--- src/rtl/hptm_pkg.sv ---
package hptm_pkg;
  // Strobes from control to datapath
  typedef struct packed {
    logic capture;   // load result registers
    logic tblWrite;  // write one page-size row
    logic segBad;    // reserved segment code on this request
  } hptm_strobe_t;

  localparam int AVPN_DROP  = 11;  // VPN bits dropped (23 VA bits total)
  localparam int TAG_LSB    = 7;   // lowest compared bit
  localparam int LARGE_BIT  = 2;
  localparam int VALID_BIT  = 0;
  localparam int SEC_BIT    = 1;
  localparam int BASE_SHIFT = 12;  // 4 KB page shift
  localparam logic [63:0] RPN_KEEP = 64'h0FFF_FFFF_FFFF_F000;
endpackage

--- src/rtl/hptm_ctrl.sv ---
module hptm_ctrl
  import hptm_pkg::*;
(
  input  logic         clk,
  input  logic         rstN,
  input  logic         reqValid,
  input  logic [1:0]   reqSeg,
  input  logic         cfgWe,
  output hptm_strobe_t strobe,
  output logic         resValid
);
  always_comb begin
    strobe.capture  = reqValid;
    strobe.tblWrite = cfgWe;
    strobe.segBad   = reqValid & reqSeg[1];
  end

  always_ff @(posedge clk) begin
    if (!rstN) resValid <= 1'b0;
    else       resValid <= reqValid;
  end

  // result strobe follows a request by one cycle
  a_r2_res_follows_req: assert property (@(posedge clk) disable iff (!rstN)
    reqValid |=> resValid);
  a_r2_no_spurious_res: assert property (@(posedge clk) disable iff (!rstN)
    !reqValid |=> !resValid);
endmodule

--- src/rtl/hptm_datapath.sv ---
module hptm_datapath
  import hptm_pkg::*;
#(
  parameter int DW      = 64,
  parameter int SLOTS   = 8,
  parameter int PSIZES  = 4,
  parameter int SHIFT_W = 6,
  parameter int ENC_W   = 4,
  localparam int IDX_W  = $clog2(PSIZES),
  localparam int SLOT_W = $clog2(SLOTS)
) (
  input  logic                  clk,
  input  logic                  rstN,
  input  hptm_strobe_t          strobe,
  input  logic [DW-1:0]         reqVpn,
  input  logic [IDX_W-1:0]      reqPsize,
  input  logic [1:0]            reqSeg,
  input  logic                  reqSecondary,
  input  logic [SLOTS*DW-1:0]   groupWords,
  input  logic [DW-1:0]         paddr,
  input  logic [IDX_W-1:0]      cfgIdx,
  input  logic [SHIFT_W-1:0]    cfgShift,
  input  logic [ENC_W-1:0]      cfgEnc,
  input  logic [DW-1:0]         cfgMask,
  output logic                  hit,
  output logic [SLOT_W-1:0]     hitSlot,
  output logic                  segErr,
  output logic [DW-1:0]         cmpWord,
  output logic [DW-1:0]         rWord
);
  localparam logic [DW-1:0] TAG_KEEP = ~DW'((1 << TAG_LSB) - 1);

  logic [SHIFT_W-1:0] shiftTab [PSIZES];
  logic [ENC_W-1:0]   encTab   [PSIZES];
  logic [DW-1:0]      maskTab  [PSIZES];

  always_ff @(posedge clk) begin
    for (int e = 0; e < PSIZES; e++) begin
      if (!rstN) begin
        shiftTab[e] <= SHIFT_W'(BASE_SHIFT);
        encTab[e]   <= '0;
        maskTab[e]  <= '0;
      end else if (strobe.tblWrite && cfgIdx == IDX_W'(e)) begin
        shiftTab[e] <= cfgShift;
        encTab[e]   <= cfgEnc;
        maskTab[e]  <= cfgMask;
      end
    end
  end

  // Compare-word and second-doubleword encoding
  logic [SHIFT_W-1:0] shiftSel;
  logic [DW-1:0]      avpn, cmpNext, rNext;
  logic               isLarge;

  always_comb begin
    shiftSel = shiftTab[reqPsize];
    isLarge  = (shiftSel != SHIFT_W'(BASE_SHIFT));
    avpn     = (reqVpn >> AVPN_DROP) & ~maskTab[reqPsize];
    cmpNext  = (avpn << TAG_LSB) | {reqSeg, {(DW-2){1'b0}}}
             | (DW'(isLarge) << LARGE_BIT);
    if (!isLarge) rNext = paddr & RPN_KEEP;
    else rNext = (paddr & ~((DW'(1) << shiftSel) - DW'(1)))
               | (DW'(encTab[reqPsize]) << BASE_SHIFT);
  end

  // Per-slot match
  logic [SLOTS-1:0] matchVec;
  for (genvar s = 0; s < SLOTS; s++) begin : g_slot
    logic [DW-1:0] slotWord;
    assign slotWord    = groupWords[s*DW +: DW];
    assign matchVec[s] = (((slotWord ^ cmpNext) & TAG_KEEP) == '0)
                       && slotWord[VALID_BIT]
                       && (slotWord[SEC_BIT] == reqSecondary);
  end

  // Lowest index wins
  logic              anyMatch;
  logic [SLOT_W-1:0] firstSlot;
  always_comb begin
    anyMatch  = 1'b0;
    firstSlot = '0;
    for (int i = SLOTS - 1; i >= 0; i--) begin
      if (matchVec[i]) begin
        anyMatch  = 1'b1;
        firstSlot = SLOT_W'(i);
      end
    end
  end

  always_ff @(posedge clk) begin
    if (!rstN) begin
      hit     <= 1'b0;
      hitSlot <= '0;
      segErr  <= 1'b0;
      cmpWord <= '0;
      rWord   <= '0;
    end else if (strobe.capture) begin
      hit     <= anyMatch & ~strobe.segBad;
      hitSlot <= (anyMatch & ~strobe.segBad) ? firstSlot : '0;
      segErr  <= strobe.segBad;
      cmpWord <= cmpNext;
      rWord   <= rNext;
    end
  end

  // low control bits of the compare word other than large stay clear
  a_r3_low_bits_clear: assert property (@(posedge clk) disable iff (!rstN)
    cmpWord[TAG_LSB-1:LARGE_BIT+1] == '0 && cmpWord[SEC_BIT:VALID_BIT] == '0);
  // reserved segment never reports a hit
  a_r6_err_no_hit: assert property (@(posedge clk) disable iff (!rstN)
    segErr |-> !hit);
  // a configuration write lands in the addressed row
  a_r8_cfg_written: assert property (@(posedge clk) disable iff (!rstN)
    strobe.tblWrite |=> shiftTab[$past(cfgIdx)] == $past(cfgShift)
                        && maskTab[$past(cfgIdx)] == $past(cfgMask));
endmodule

--- src/rtl/hpte_group_matcher.sv ---
module hpte_group_matcher
  import hptm_pkg::*;
#(
  parameter int DW      = 64,
  parameter int SLOTS   = 8,
  parameter int PSIZES  = 4,
  parameter int SHIFT_W = 6,
  parameter int ENC_W   = 4,
  localparam int IDX_W  = $clog2(PSIZES),
  localparam int SLOT_W = $clog2(SLOTS)
) (
  input  logic                clk,
  input  logic                rstN,
  input  logic                reqValid,
  input  logic [DW-1:0]       reqVpn,
  input  logic [IDX_W-1:0]    reqPsize,
  input  logic [1:0]          reqSeg,
  input  logic                reqSecondary,
  input  logic [SLOTS*DW-1:0] groupWords,
  input  logic [DW-1:0]       paddr,
  input  logic                cfgWe,
  input  logic [IDX_W-1:0]    cfgIdx,
  input  logic [SHIFT_W-1:0]  cfgShift,
  input  logic [ENC_W-1:0]    cfgEnc,
  input  logic [DW-1:0]       cfgMask,
  output logic                resValid,
  output logic                hit,
  output logic [SLOT_W-1:0]   hitSlot,
  output logic                segErr,
  output logic [DW-1:0]       cmpWord,
  output logic [DW-1:0]       rWord
);
  hptm_strobe_t strobe;

  hptm_ctrl u_ctrl (
    .clk(clk), .rstN(rstN), .reqValid(reqValid), .reqSeg(reqSeg),
    .cfgWe(cfgWe), .strobe(strobe), .resValid(resValid)
  );

  hptm_datapath #(
    .DW(DW), .SLOTS(SLOTS), .PSIZES(PSIZES), .SHIFT_W(SHIFT_W), .ENC_W(ENC_W)
  ) u_dp (
    .clk(clk), .rstN(rstN), .strobe(strobe),
    .reqVpn(reqVpn), .reqPsize(reqPsize), .reqSeg(reqSeg),
    .reqSecondary(reqSecondary), .groupWords(groupWords), .paddr(paddr),
    .cfgIdx(cfgIdx), .cfgShift(cfgShift), .cfgEnc(cfgEnc), .cfgMask(cfgMask),
    .hit(hit), .hitSlot(hitSlot), .segErr(segErr),
    .cmpWord(cmpWord), .rWord(rWord)
  );
endmodule

--- config.mk ---
export PLATFORM = sky130hd
export DESIGN_NAME = hpte_group_matcher
export DESIGN_NICKNAME = d
export VERILOG_FILES = /design/src/rtl/hptm_pkg.sv /design/src/rtl/hptm_ctrl.sv /design/src/rtl/hptm_datapath.sv /design/src/rtl/hpte_group_matcher.sv
export SDC_FILE = /design/constraint.sdc
export NUM_CORES = 1
export LEC_CHECK = 0
export BUFFER_PORTS_ARGS = -buffer_cell sky130_fd_sc_hd__buf_2
export CAP_MARGIN = 40
export CORE_AREA = 2 2 336 338
export DETAILED_ROUTE_END_ITERATION = 7
export DIE_AREA = 0 0 338 340
export PLACE_DENSITY = 0.48
export SLEW_MARGIN = 20
export SYNTH_ARGS = -nofsm -noshare
export SYNTH_HDL_FRONTEND = slang
export SYNTH_SLANG_ARGS = --single-unit
--- constraint.sdc ---
create_clock -name clk -period 9.7 [get_ports clk]
set_input_delay 2.425 -clock clk [delete_from_list [all_inputs] [get_ports clk]]
set_output_delay 2.425 -clock clk [all_outputs]
set_load 0.05 [all_outputs]
== After elaboration in Yosys (flattened, before gate mapping) ==
Memories as Yosys holds them, arrays and structs flattened.
Cells that the tools add are included.

* Register bits: 134
* RAM bits: 296
* Logic and storage cells: 125
* Memories kept: 3

* $add $sub $neg: 1
* Eq/ne operators: 12
* Shift operators: 1
* Multiplexer cells: 43
* Bitwise logic cells: 30
* Reduce and logical (&&, ||, !) cells: 29

{| class="wikitable"
|+ Memories
! memory !! depth !! bits a word !! rd ports !! clocked after Yosys merged registers in !! write ports !! RTL line !! source
|-
| u_dp.maskTab || 4 || 64 || 1 || 0 || 4 || hptm_datapath.sv:35 || <nowiki>logic [DW-1:0] maskTab [PSIZES];</nowiki>
|-
| u_dp.shiftTab || 4 || 6 || 1 || 0 || 4 || hptm_datapath.sv:33 || <nowiki>logic [SHIFT_W-1:0] shiftTab [PSIZES];</nowiki>
|-
| u_dp.encTab || 4 || 4 || 1 || 0 || 4 || hptm_datapath.sv:34 || <nowiki>logic [ENC_W-1:0] encTab [PSIZES];</nowiki>
|}

{| class="wikitable"
|+ Operators with widths
! cell !! count
|-
| $logic_not 64->1 || 8
|-
| $xor 64x64->64 || 8
|-
| $mux 64 || 5
|-
| $and 64x64->64 || 1
|-
| $not 64->64 || 1
|-
| $or 64x16->64 || 1
|-
| $or 64x3->64 || 1
|-
| $or 64x64->64 || 1
|-
| $shl 1x6->64 const A || 1
|-
| $sub 64x1->64 const B || 1
|-
| $and 53x57->57 || 1
|-
| $not 57->57 || 1
|-
| $mux 3 || 9
|-
| $mux 6 || 4
|-
| $mux 1 || 21
|-
| $logic_and 1x1->1 || 20
|-
| $mux 4 || 4
|-
| $or 1x1->1 || 12
|-
| $eq 1x1->1 || 8
|-
| $ne 6x4->1 const B || 1
|-
| $eq 2x2->1 const B || 2
|-
| $and 1x1->1 || 2
|-
| $eq 2x1->1 const B || 1
|-
| $logic_not 2->1 || 1
|-
| $not 1->1 || 1
|}

== Depth between registers and ports, before layout ==
Gate-level depths: netlist of run 1.
An unclocked memory read counts as a cell.

* Word-level depth: 19
* Mapped depth: 22
* Mapped depth without buffers: 14

== Cells and area by module ==
From an unflattened synthesis of run 1, not the netlist that was laid out.

* Cells, all modules: 2251
* Area total of the unflattened synthesis: 22980.8 um^2

{| class="wikitable"
|+ Modules (own cells, without submodules)
! module !! times used !! cells an instance !! area an instance (um^2) !! seq. area each (um^2)
|-
| hptm_datapath || 1 || 2246 || 22933.2 || 10069.7
|-
| hptm_ctrl || 1 || 5 || 47.5 || 20.0
|}

== Least setup slack after synthesis of run 1 ==
No wires, ideal clock.

* Path type: input to register
* Start point: input port cfgIdx[1]
* End point: memory u_dp.encTab[0][0] (enable)
* Setup time: 571 ps
* Data arrival time: 7007 ps
* Setup slack: 2122 ps
* Stages on the path: 2
* Cell sequence: nand2b_1 > o21ai_0

{| class="wikitable"
|+ RTL lines
! element !! RTL line !! source
|-
| start, declared || hpte_group_matcher.sv:22 || <nowiki>input logic [IDX_W-1:0] cfgIdx,</nowiki>
|-
| end, declared || hptm_datapath.sv:34 ||
|}

== Worst setup path in the final report of run 1 ==
* Start point: input port reqPsize[0]
* End point: register u_dp.hitSlot[0]

* Cells in the longest elaborated chain, start to end: 19
* Elaborated cells on any way between the ends: 55
* Classes of those cells: mux: 17; bitwise: 13; reduce/logical: 24; memory: 1

{| class="wikitable"
|+ RTL lines
! element !! RTL line !! source
|-
| start, declared || hpte_group_matcher.sv:16 || <nowiki>input logic [IDX_W-1:0] reqPsize,</nowiki>
|-
| $mem_v2 4x64 * || - ||
|-
| $not 57->57 * || hptm_datapath.sv:59 || <nowiki>avpn = (reqVpn >> AVPN_DROP) & ~maskTab[reqPsize];</nowiki>
|-
| $and 53x57->57 * || hptm_datapath.sv:59 ||
|-
| $or 64x64->64 * || hptm_datapath.sv:60 || <nowiki>cmpNext = (avpn << TAG_LSB) | {reqSeg, {(DW-2){1'b0}}}</nowiki>
|-
| $or 64x3->64 * || hptm_datapath.sv:61 || <nowiki>| (DW'(isLarge) << LARGE_BIT);</nowiki>
|-
| $xor 64x64->64 || hptm_datapath.sv:72 || <nowiki>assign matchVec[s] = (((slotWord ^ cmpNext) & TAG_KEEP) == '0)</nowiki>
|-
| $logic_not 64->1 || hptm_datapath.sv:72 ||
|-
| $logic_and 1x1->1 || hptm_datapath.sv:73 || <nowiki>&& slotWord[VALID_BIT]</nowiki>
|-
| $logic_and 1x1->1 || hptm_datapath.sv:74 || <nowiki>&& (slotWord[SEC_BIT] == reqSecondary);</nowiki>
|-
| $mux 1 (8 in series) || hptm_datapath.sv:84 || <nowiki>if (matchVec[i]) begin</nowiki>
|-
| $and 1x1->1 || hptm_datapath.sv:100 || <nowiki>hitSlot <= (anyMatch & ~strobe.segBad) ? firstSlot : '0;</nowiki>
|-
| $mux 3 * || hptm_datapath.sv:100 ||
|-
| end signal, assigned || hptm_datapath.sv:100 ||
|-
| end, declared || hptm_datapath.sv:26 || <nowiki>output logic [SLOT_W-1:0] hitSlot,</nowiki>
|}

Every way passes the cells marked *; elsewhere a longest branch is shown, timed or not.
A chain may end at the register's enable or synchronous reset.

==> impl_metrics.py, run 1 <==
metrics = {
    "sta": {
        "hold_ws_ns": 0.458,
        "finalCriticalPeriod_ns": 6.69,
        "worst_pin_slew_ns": 0.901,
        "tns_ns": 0,
        "hold_viol": 0,
        "rsz0062_at_grt": "false",
        "finalSetupViolations": 0,
        "relSlewSlack_pct": 39.4,
        "finClkSkew_ns": 0.0431,
        "timing.final.ws_setup_ns": 3.01,
        "fin_crit_sh_pct": 69.0,
        "slew_violations": 0,
        "max_freq_ghz": 0.150,
    },
    "clocking": {
        "post_cts_resized": 0,
        "numCtsBuffers": 48,
        "ctsHoldBuffers": 0,
        "cts_root_buf": "clkbuf_16",
        "clock-sinks": 378,
        "cts_tree": "built",
        "cts.path.max_buffers": 3,
        "cts_setup_buffers": 0,
        "cts.htree.levels": 2,
        "cts.clk_slew.worst_paths_ns": 0.06,
        "clock_latency_ns": 0.63,
    },
    "synthesis": {
        "async_flop_share_pct": 0,
        "avgSynthCellArea_sq_um": 9.98,
        "synthesis.area_sq_um": 24200,
        "synthesis.instances": 2422,
        "ys_seq_area_share_pct": 41.8,
        "ys_ff_latch": 378,
        "synthFlopType": "edfxtp_1",
        "synth_edf_count": 252,
        "synthDistinctLibCells": 83,
        "synth_warnings": 0,
    },
    "floorplanning": {
        "chipHeight_um": 340,
        "ios": 859,
        "row_count": 123,
        "die_w_um": 338,
        "initial_utilization_pct": 21.7,
        "core_sq_um": 112000,
        "die_area_sq_um": 115000,
    },
    "grt": {
        "grt-busiest-layer": "met2",
        "met1_usage_pct": 31.8,
        "grt_antenna_before_repair": 79,
        "use_met2_pct": 38.9,
        "grt_pass1_vias": 23000,
        "overflow": 0,
        "grt_pass1_wl_um": 196000,
        "grtUsageMet3_pct": 7.20,
        "grt_max_degree": 76,
        "grtUsageTotal_pct": 25.1,
    },
    "layout": {
        "seq_area_sq_um": 10100,
        "final_cell_area_sq_um": 32000,
        "area_growth_pct": 32.6,
        "drive_gt1_share_pct": 33.2,
        "fin_cells": 4760,
        "utilization_pct": 28.7,
        "num-fill-cells": 11900,
        "nets": 3923,
        "multiInputGateArea_sq_um": 13300,
    },
    "drt": {
        "dr.pass1.iters": 6,
        "route.detailed.drc": 0,
        "vias_per_cell": 5.00,
        "ant_nets": 0,
        "route.vias.total": 23800,
        "routed_wl_um": 150000,
        "drt-initial-drc-count": 2248,
        "wl_per_cell_um": 31.5,
    },
    "placed_design": {
        "port_buffers": 788,
        "dpl.cell_count": 4642,
        "dp_slack_ns": 2.35,
        "dp_hpwl_um": 119000,
        "placed_area_sq_um": 30200,
        "place_congestion": 0.994,
    },
    "pwr": {
        "ir_worst_vdd_v": 0.000111,
        "power_density_nw_per_um2": 165,
        "power.leakage_nw": 12.3,
        "power.total_mw": 5.27,
    },
    "critical_path": {
        "crit_family": "simple AND/OR/NAND/NOR gates",
        "cpPeakStageDelay_ns": 0.69,
        "crit_slowest_cell": "mux4_2",
        "startpoint_type": "input pin",
        "crit_chain": "buf_4 > buf_12 > mux4_2 > nand2b_1 > xnor2_1 > or4_1 > or3_1 > or4_1 > a21o_1 > a221oi_2 > o41ai_2",
        "critPathBufInv": 2,
        "path_max_fanout": 70,
        "cp.required_ns": 10.17,
        "arrival_ns": 7.16,
        "cp_common_cell": "or4_1",
        "critPathKind": "in2reg",
        "end_kind": "flip-flop",
    },
    "worst_hold_path": {
        "min_path_type": "reg2reg",
    },
    "job": {
        "max_cap_viol_count": 0,
    },
    "status": {
        "run_status": "completed",
    },
}
## cell usage after synthesis (25+ instances only)
cell	count	area share [%]
a21oi_1	91	1.9
a211oi_1	55	1.7
or3_1	25	0.65
nand2b_1	61	1.6
clkbuf_1	84	1.3
edfxtp_1	252	31
o21ai_0	68	1.4
mux2_2	30	1.4
xnor2_1	283	10
nor2_1	126	2.0
o22ai_1	28	0.72
inv_1	34	0.53
nand4_1	64	1.7
nand2_1	135	2.1
mux4_2	39	3.6
nor3_1	53	1.1
buf_2	46	0.95
dfxtp_1	126	10
nor4_1	122	3.2
nand3_1	41	0.85
xor2_1	109	4.0
and2_1	252	6.5
## cells in the final DEF (no fill, tap or decap), types with 14 or more instances in the layout
cell type,synthesis,final
o2bb2ai_1,14,14
edfxtp_1,252,252
mux4_2,39,39
o211ai_1,16,16
a21oi_1,91,91
nand2_1,135,134
xor2_1,109,109
buf_2,46,786
a2111oi_0,15,15
or3_1,25,25
o21ai_0,68,64
diode_2,0,26
dfxtp_1,126,126
xnor2_1,283,283
buf_4,20,76
nand2b_1,61,58
nor3_1,53,50
clkbuf_16,0,49
nand4_1,64,64
inv_1,34,34
nor4b_1,14,14
o22ai_1,28,26
nand3_1,41,41
nor2_1,126,125
a211oi_1,55,55
and2_1,252,252
or4_1,15,15
nor4_1,122,118
o2111ai_1,18,18
mux2_2,30,30
## kinds of logic (layout without fill, tap and decap cells)
| family | after synthesis | count (layout) | synth area share, % |
|---|---|---|---|
| XOR/XNOR | 392 | 392 | 14.2 |
| AND/OR/NAND/NOR | 979 | 979 | 23.0 |
| other | 1 | 34 | 0.0155 |
| flip-flops | 378 | 378 | 41.8 |
| adder cells (fa/ha/maj) | 1 | 1 | 0.0518 |
| AO/OA/AOI/OAI | 379 | 379 | 10.8 |
| multiplexers | 87 | 87 | 6.25 |
| buffers and inverters | 205 | 1010 | 3.96 |
## metal layers
metal  part of all wire [%]  wire length, um
met1                     41            61300
met3                    9.2            13900
met4                    5.7             8490
met5                   0.27              409
met2                     44            65900
## layout make-up
cell class                      instances  share of cell area (%)
Multi-Input combinational cell       1846                    41.5
Sequential cell                       378                    31.5
Timing Repair Buffer                  887                    15.3
Tap cell                             1500                    5.86
Clock buffer                           62                    4.04
Clock inverter                         25                    1.15
Inverter                               36                   0.430
Antenna cell                           26                   0.203
## registers in the layout, summed over array words and instances, names as in the netlist
signal / cells
u_ctrl.resValid: 1
u_dp.cmpWord: 56
u_dp.encTab: 16
u_dp.hit: 1
u_dp.hitSlot: 3
u_dp.maskTab: 212
u_dp.rWord: 64
u_dp.segErr: 1
u_dp.shiftTab: 24
## worst paths after layout
kind / cells past startpoint / start / slack (ns) / end
hold reg to reg: 2 / u_dp.rWord[55] / 0.46 / u_dp.rWord[55]
hold / removal: 2 / u_dp.rWord[55] / 0.46 / u_dp.rWord[55]
setup / recovery: 11 / reqPsize[0] / 3.01 / u_dp.hitSlot[0]
setup reg to reg: 10 / u_dp.maskTab[1][13] / 5.10 / u_dp.hitSlot[0]
## report_power, final
part | switching (mW) | total, mW | internal [mW]
sequential | 0.0336 | 1.86 | 1.83
combinational | 0.979 | 1.46 | 0.485
clock | 0.764 | 1.94 | 1.18
total | 1.78 | 5.27 | 3.50
## worst reg2reg max path, delay by kind of cell (launching register included)
| family | cells | cell delay (ns) |
|---|---|---|
| and+or+nand+nor | 5 | 2.25 |
| muxes | 1 | 0.69 |
| AOI/OAI and AO/OA | 2 | 0.54 |
| buffers and inverters | 1 | 0.43 |
| DFF | 1 | 0.36 |
| xor gates and xnor gates | 1 | 0.18 |
Note: power is estimated with default switching activity, not from simulation.
==> inputs of run 2 (changes only) <==
--- a/config.mk
+++ b/config.mk
@@ -5,12 +5,13 @@
 export SDC_FILE = /design/constraint.sdc
 export NUM_CORES = 1
 export LEC_CHECK = 0
+export ABC_AREA = 1
 export BUFFER_PORTS_ARGS = -buffer_cell sky130_fd_sc_hd__buf_2
 export CAP_MARGIN = 40
-export CORE_AREA = 2 2 336 338
+export CORE_AREA = 2 2 330 332
 export DETAILED_ROUTE_END_ITERATION = 7
-export DIE_AREA = 0 0 338 340
-export PLACE_DENSITY = 0.48
+export DIE_AREA = 0 0 332 334
+export PLACE_DENSITY = 0.53
 export SLEW_MARGIN = 20
 export SYNTH_ARGS = -nofsm -noshare
 export SYNTH_HDL_FRONTEND = slang
==> constraint.sdc (replaced) <==
create_clock -name clk -period 6.1 [get_ports clk]
set_input_delay 1.525 -clock clk [delete_from_list [all_inputs] [get_ports clk]]
set_output_delay 1.525 -clock clk [all_outputs]
set_load 0.05 [all_outputs]
==> run 2 against run 1 <==
Sequential power grew 60%; flip-flop and latch count unchanged; count of clock-buffer cells in the layout decreased by 3; cell count rose by 29%; area after synthesis rose by 8.3%; core utilization increased by 2.1 points; critical path type unchanged; critical endpoint is now u_dp.rWord[53].
==> impl_metrics.py, run 2 <==
metrics = {
    "clocking": {
        "cts.clk_slew.worst_paths_ns": 0.06,
        "clock-sinks": 378,
        "cts_setup_buffers": 0,
        "cts_root_buf": "clkbuf_16",
        "clock_latency_ns": 0.64,
        "numCtsBuffers": 46,
        "cts_tree": "built",
        "ctsHoldBuffers": 0,
        "post_cts_resized": 0,
        "cts.htree.levels": 2,
        "cts.path.max_buffers": 3,
    },
    "grt": {
        "overflow": 0,
        "grt_max_degree": 91,
        "grt_pass1_wl_um": 233000,
        "grt_antenna_before_repair": 116,
        "grt_pass1_vias": 28000,
        "grtUsageTotal_pct": 30.7,
    },
    "sta": {
        "relSlewSlack_pct": 49.2,
        "finalSetupViolations": 0,
        "finClkSkew_ns": 0.0218,
        "rsz0062_at_grt": "false",
        "finalCriticalPeriod_ns": 4.64,
        "slew_violations": 0,
        "worst_pin_slew_ns": 0.762,
        "hold_viol": 0,
        "tns_ns": 0,
        "max_freq_ghz": 0.216,
        "fin_crit_sh_pct": 76.1,
        "hold_ws_ns": 0.462,
    },
    "synthesis": {
        "synth_common_cells": "nand2_1 (1375), nor2_1 (628), nand3_1 (271)",
        "synth_mux_area_share_pct": 0,
        "synthFlopType": "edfxtp_1",
        "ys_seq_area_share_pct": 38.5,
        "synthMostInstantiatedCell": "nand2_1",
        "synthesis.area_sq_um": 26200,
        "ys_ff_latch": 378,
        "synth_top_area_share_pct": 28.9,
        "synth_edf_count": 252,
        "synth_warnings": 0,
        "synthDistinctLibCells": 46,
        "synth_xor_xnor_area_share_pct": 1.87,
        "synthesis.instances": 3863,
        "async_flop_share_pct": 0,
        "synth_compound_area_share_pct": 5.96,
        "synth_top_cell_by_area": "edfxtp_1",
        "avgSynthCellArea_sq_um": 6.78,
        "yosys-top-cells-area": "edfxtp_1 (29%), nand2_1 (20%), dfxtp_1 (9.6%)",
        "synth-adder-area-share_pct": 0.0478,
        "synth_top_family_by_area": "simple AND/OR/NAND/NOR gates",
        "yosys.area_share.simple_pct": 46.2,
    },
    "pwr": {
        "power.leakage_nw": 16.3,
        "power_density_nw_per_um2": 252,
        "ir_worst_vdd_v": 0.000175,
        "power.total_mw": 8.37,
    },
    "drt": {
        "ant_nets": 0,
        "route.detailed.drc": 0,
        "route.vias.total": 30700,
        "routed_wl_um": 177000,
        "vias_per_cell": 5.01,
        "dr.pass1.iters": 6,
        "wl_per_cell_um": 28.8,
        "drt-initial-drc-count": 3401,
    },
    "placed_design": {
        "port_buffers": 788,
        "place_congestion": 1.04,
        "dp_hpwl_um": 144000,
    },
    "critical_path": {
        "path_max_fanout": 37,
        "end_kind": "flip-flop",
        "arrival_ns": 5.11,
        "cp.required_ns": 6.57,
        "startpoint_type": "input pin",
        "critPathKind": "in2reg",
    },
    "floorplanning": {
        "chipHeight_um": 334,
        "ios": 859,
        "initial_utilization_pct": 24.3,
        "die_area_sq_um": 111000,
        "row_count": 121,
        "die_w_um": 332,
        "core_sq_um": 108000,
    },
    "layout": {
        "area_growth_pct": 27.0,
        "final_common_cell": "nand2_1",
        "reg_top3": "u_dp.maskTab x212, u_dp.rWord x64, u_dp.cmpWord x56",
        "regMostFlops": "u_dp.maskTab",
        "drive_gt1_share_pct": 23.6,
        "mostFrequentLayoutCells": "nand2_1 (1372), buf_2 (786), nor2_1 (628)",
        "nets": 5338,
        "largest_register_ffs": 212,
    },
    "worst_hold_path": {
        "min_path_type": "reg2reg",
    },
    "job": {
        "max_cap_viol_count": 0,
    },
    "status": {
        "run_status": "completed",
    },
}
## run 2: cell count changes in the layout (fill, tap and decap cells not counted), moves of 81 or more
cell / previous run / this run
nor4_1: 118 / 3
inv_1: 34 / 206
xor2_1: 109 / 28
and2_1: 252 / 3
nand2_1: 134 / 1372
nand2_2: 0 / 106
nand3_1: 41 / 271
nor2_1: 125 / 628
nand3b_1: 2 / 254
xnor2_1: 283 / 28
## run 2: per-stage QoR
stage / cell area, sq um / setup WS [ns] / utilization (%) / instances
after global routing: 33200 / 1.27 / 30.8 / 6108
after CTS: 33100 / 1.56 / 30.7 / 6063
after global placement: 31400 / 0.889 / 29.2 / 5973
after floorplan: 26200 / 1.24 / - / 3870
after detailed placement: 31500 / 0.908 / 29.3 / 5978
final: 33200 / 1.46 / 30.8 / 6127
## run 2: cell type report
cell class,instances,area (sq um)
Antenna cell,64,160
Fill cell,12200,74600
Clock inverter,26,294
Inverter,222,848
Clock buffer,59,1240
Multi-Input combinational cell,3098,14200
Tap cell,1414,1770
Sequential cell,378,10100
Timing Repair Buffer,866,4630
## run 2: worst paths after layout
check                    to  depth (start not counted)  slack, ns                start
min reg2reg  u_dp.rWord[31]                          2       0.46       u_dp.rWord[31]
max          u_dp.rWord[53]                         17       1.46          reqPsize[0]
min          u_dp.rWord[31]                          2       0.46       u_dp.rWord[31]
max reg2reg  u_dp.rWord[53]                         14       2.67  u_dp.shiftTab[3][5]
## run 2: cell families (layout without fill, tap and decap cells)
| group | count (synthesis) | in the layout |
|---|---|---|
| simple gates | 2729 | 2729 |
| buf+inv | 394 | 1173 |
| flops | 378 | 378 |
| compound gates | 304 | 304 |
| xor+xnor | 56 | 56 |
| fa+ha+maj | 1 | 1 |
| other cells | 1 | 72 |
## run 2: power by group
group	internal, mW	switching (mW)	total (mW)	leakage, nW
Sequential	2.92	0.0563	2.98	3.51
Clock	1.62	1.23	2.85	0.748
Combinational	0.677	1.86	2.54	12.1
## run 2: layer usage
metal	up-vias	part of all wire (%)	GRT usage [%]
met4	54	6.4	17.4
li1	14100	-	-
met2	1647	44	47.3
met5	-	0.20	0
met1	14500	41	39.2
met3	460	8.8	7.36
## run 2: worst max-delay path, stage by stage
cell and delay [ns]:
buf_4 0.14, inv_6 0.25, buf_12 0.23, nand2_1 0.07
nand3_1 0.06, and2_1 0.48, inv_4 0.30, nand2_1 0.37
nand2_1 0.12, nor2_1 0.15, nand2_1 0.07, nor2_1 0.15
nand3_1 0.17, nor2_1 0.43, nand3_1 0.27, nand3_1 0.20
a21oi_1 0.08
==> inputs of run 3 (changes only) <==
--- a/config.mk
+++ b/config.mk
@@ -11,7 +11,7 @@
 export CORE_AREA = 2 2 330 332
 export DETAILED_ROUTE_END_ITERATION = 7
 export DIE_AREA = 0 0 332 334
-export PLACE_DENSITY = 0.53
+export PLACE_DENSITY = 0.51
 export SLEW_MARGIN = 20
 export SYNTH_ARGS = -nofsm -noshare
 export SYNTH_HDL_FRONTEND = slang
==> constraint.sdc (replaced) <==
create_clock -name clk -period 4.9 [get_ports clk]
set_input_delay 1.225 -clock clk [delete_from_list [all_inputs] [get_ports clk]]
set_output_delay 1.225 -clock clk [all_outputs]
set_load 0.05 [all_outputs]
==> run 3 against run 2 <==
Clock skew increased by 0.037 ns; final area up 1.8%; setup slack got worse by 0.56 ns; count of clock-buffer cells in the layout increased by 3; worst hold slack hardly changed; die area is the same; largest cell class unchanged.
==> impl_metrics.py, run 3 (same netlist as run 2, synthesis figures left out) <==
metrics = {
    "status": {
        "run_status": "completed",
    },
    "worst_hold_path": {
        "min_path_type": "reg2reg",
        "hold_path.startpoint": "u_dp.rWord[7]",
        "min_to": "u_dp.rWord[7]",
        "hold_path_depth": 2,
    },
    "sta": {
        "worst_pin_slew_ns": 0.786,
        "finalCriticalPeriod_ns": 4.00,
        "finClkSkew_ns": 0.0589,
        "hold_viol": 0,
        "tns_ns": 0,
        "finalSetupViolations": 0,
        "max_freq_ghz": 0.250,
        "timing.final.ws_setup_ns": 0.899,
        "rsz0062_at_grt": "false",
        "hold_ws_ns": 0.462,
        "relSlewSlack_pct": 47.6,
        "fin_crit_sh_pct": 81.7,
        "slew_violations": 0,
    },
    "critical_path": {
        "worstReg2RegStart": "u_dp.maskTab[1][16]",
        "critPathKind": "in2reg",
        "cp.required_ns": 5.47,
        "crit_slowest_cell": "nor2_1",
        "crit_chain": "buf_2 > inv_4 > buf_4 > nand3_1 > nand2_2 > nand2_2 > xor2_1 > nor2_1 > nand2_1 > nor2_1 > nand2_1 > nor2_1 > nand2_1 > nand2_1 > nor2_1 > nand2_1 > nand2_1 > nor2_1 > nand2_1 > a21oi_2",
        "startpoint_type": "input pin",
        "r2r-end": "u_dp.hitSlot[0]",
        "path_max_fanout": 12,
        "arrival_ns": 4.57,
        "end_kind": "flip-flop",
        "reg2reg_depth": 18,
        "rrSetupSlack_ns": 1.63,
        "cpPeakStageDelay_ns": 0.47,
        "cp_common_cell": "nand2_1",
    },
    "grt": {
        "grt_pass1_wl_um": 230000,
        "grt_max_degree": 64,
        "grt_antenna_before_repair": 141,
        "overflow": 0,
        "grt_pass1_vias": 28100,
        "grtUsageTotal_pct": 30.2,
    },
    "clocking": {
        "ctsHoldBuffers": 0,
        "cts_tree": "built",
        "cts_setup_buffers": 0,
        "clock-sinks": 378,
        "cts.path.max_buffers": 3,
        "post_cts_resized": 0,
        "cts.clk_slew.worst_paths_ns": 0.06,
        "numCtsBuffers": 48,
        "cts_root_buf": "clkbuf_16",
        "cts.htree.levels": 2,
        "clock_latency_ns": 0.69,
    },
    "layout": {
        "seq_area_sq_um": 10100,
        "num-fill-cells": 12100,
        "largest_register_ffs": 212,
        "reg_top3": "u_dp.maskTab x212, u_dp.rWord x64, u_dp.cmpWord x56",
        "multiInputGateArea_sq_um": 14200,
        "area_growth_pct": 29.3,
        "final_common_cell": "nand2_1",
        "nets": 5394,
        "mostFrequentLayoutCells": "nand2_1 (1372), buf_2 (786), nor2_1 (628)",
        "fin_cells": 6183,
        "regMostFlops": "u_dp.maskTab",
        "drive_gt1_share_pct": 24.5,
    },
    "pwr": {
        "ir_worst_vdd_v": 0.000250,
        "power.leakage_nw": 16.6,
        "power_density_nw_per_um2": 313,
        "power.total_mw": 10.6,
    },
    "floorplanning": {
        "core_sq_um": 108000,
        "die_area_sq_um": 111000,
        "chipHeight_um": 334,
        "die_w_um": 332,
        "row_count": 121,
        "initial_utilization_pct": 24.3,
        "ios": 859,
    },
    "drt": {
        "dr.pass1.iters": 7,
        "route.detailed.drc": 0,
        "routed_wl_um": 174000,
        "route.vias.total": 30500,
        "vias_per_cell": 4.94,
        "wl_per_cell_um": 28.2,
        "drt-initial-drc-count": 3025,
        "ant_nets": 0,
    },
    "placed_design": {
        "dp_slack_ns": 0.399,
        "dpl.cell_count": 6031,
        "place_congestion": 1.01,
        "dp_hpwl_um": 144000,
        "port_buffers": 788,
    },
    "job": {
        "max_cap_viol_count": 0,
    },
}
-- run 3: report_power, final --
group | switching (mW) | internal [mW] | total (mW)
logic | 2.25 | 0.896 | 3.15
clock network | 1.58 | 2.16 | 3.74
registers | 0.0706 | 3.63 | 3.71
-- run 3: stage by stage --
stage               util, %  area [sq um]
floorplan                 -         26200
global placement       29.7         32000
detailed placement     29.7         32000
global route           31.3         33800
CTS                    31.2         33700
finish                 31.4         33800
-- run 3: cell type report --
| cell class | count | share of cell area (%) |
|---|---|---|
| multi-input combinational | 3098 | 42.0 |
| sequential | 378 | 29.8 |
| timing repair buffer | 920 | 15.2 |
| tap | 1414 | 5.23 |
| clock buffer | 62 | 3.80 |
| inverter | 222 | 2.50 |
| clock inverter | 27 | 1.06 |
| antenna | 62 | 0.459 |
-- run 3: how the worst max path moves through the flow --
stage                           start  slack (ns)           endpoint  cells after the start
final                     reqPsize[1]        0.90    u_dp.hitSlot[0]                     20
after global routing      reqPsize[0]        0.84    u_dp.hitSlot[0]                     22
after CTS                 reqPsize[1]        1.07    u_dp.hitSlot[0]                     20
after detailed placement  reqPsize[1]        0.40    u_dp.hitSlot[0]                     20
after global placement    reqPsize[1]        0.43    u_dp.hitSlot[0]                     20
after floorplan                 cfgWe        0.34  u_dp.encTab[0][0]                      2
-- run 3: routing by layer --
metal,vias up,routed length (um),GRT usage [%]
met5,-,615,0
met4,100,10600,16.8
met3,465,17100,10.4
met2,1466,76400,47.0
met1,14300,69400,36.5
li1,14200,-,-
-- run 3: critical path: cells and delay by family --
family	cells	cell delay, ns
AOI/OAI and AO/OA	1	0.13
xor gates and xnor gates	1	0.23
buffers and inverters	3	0.57
and+or+nand+nor	15	2.38
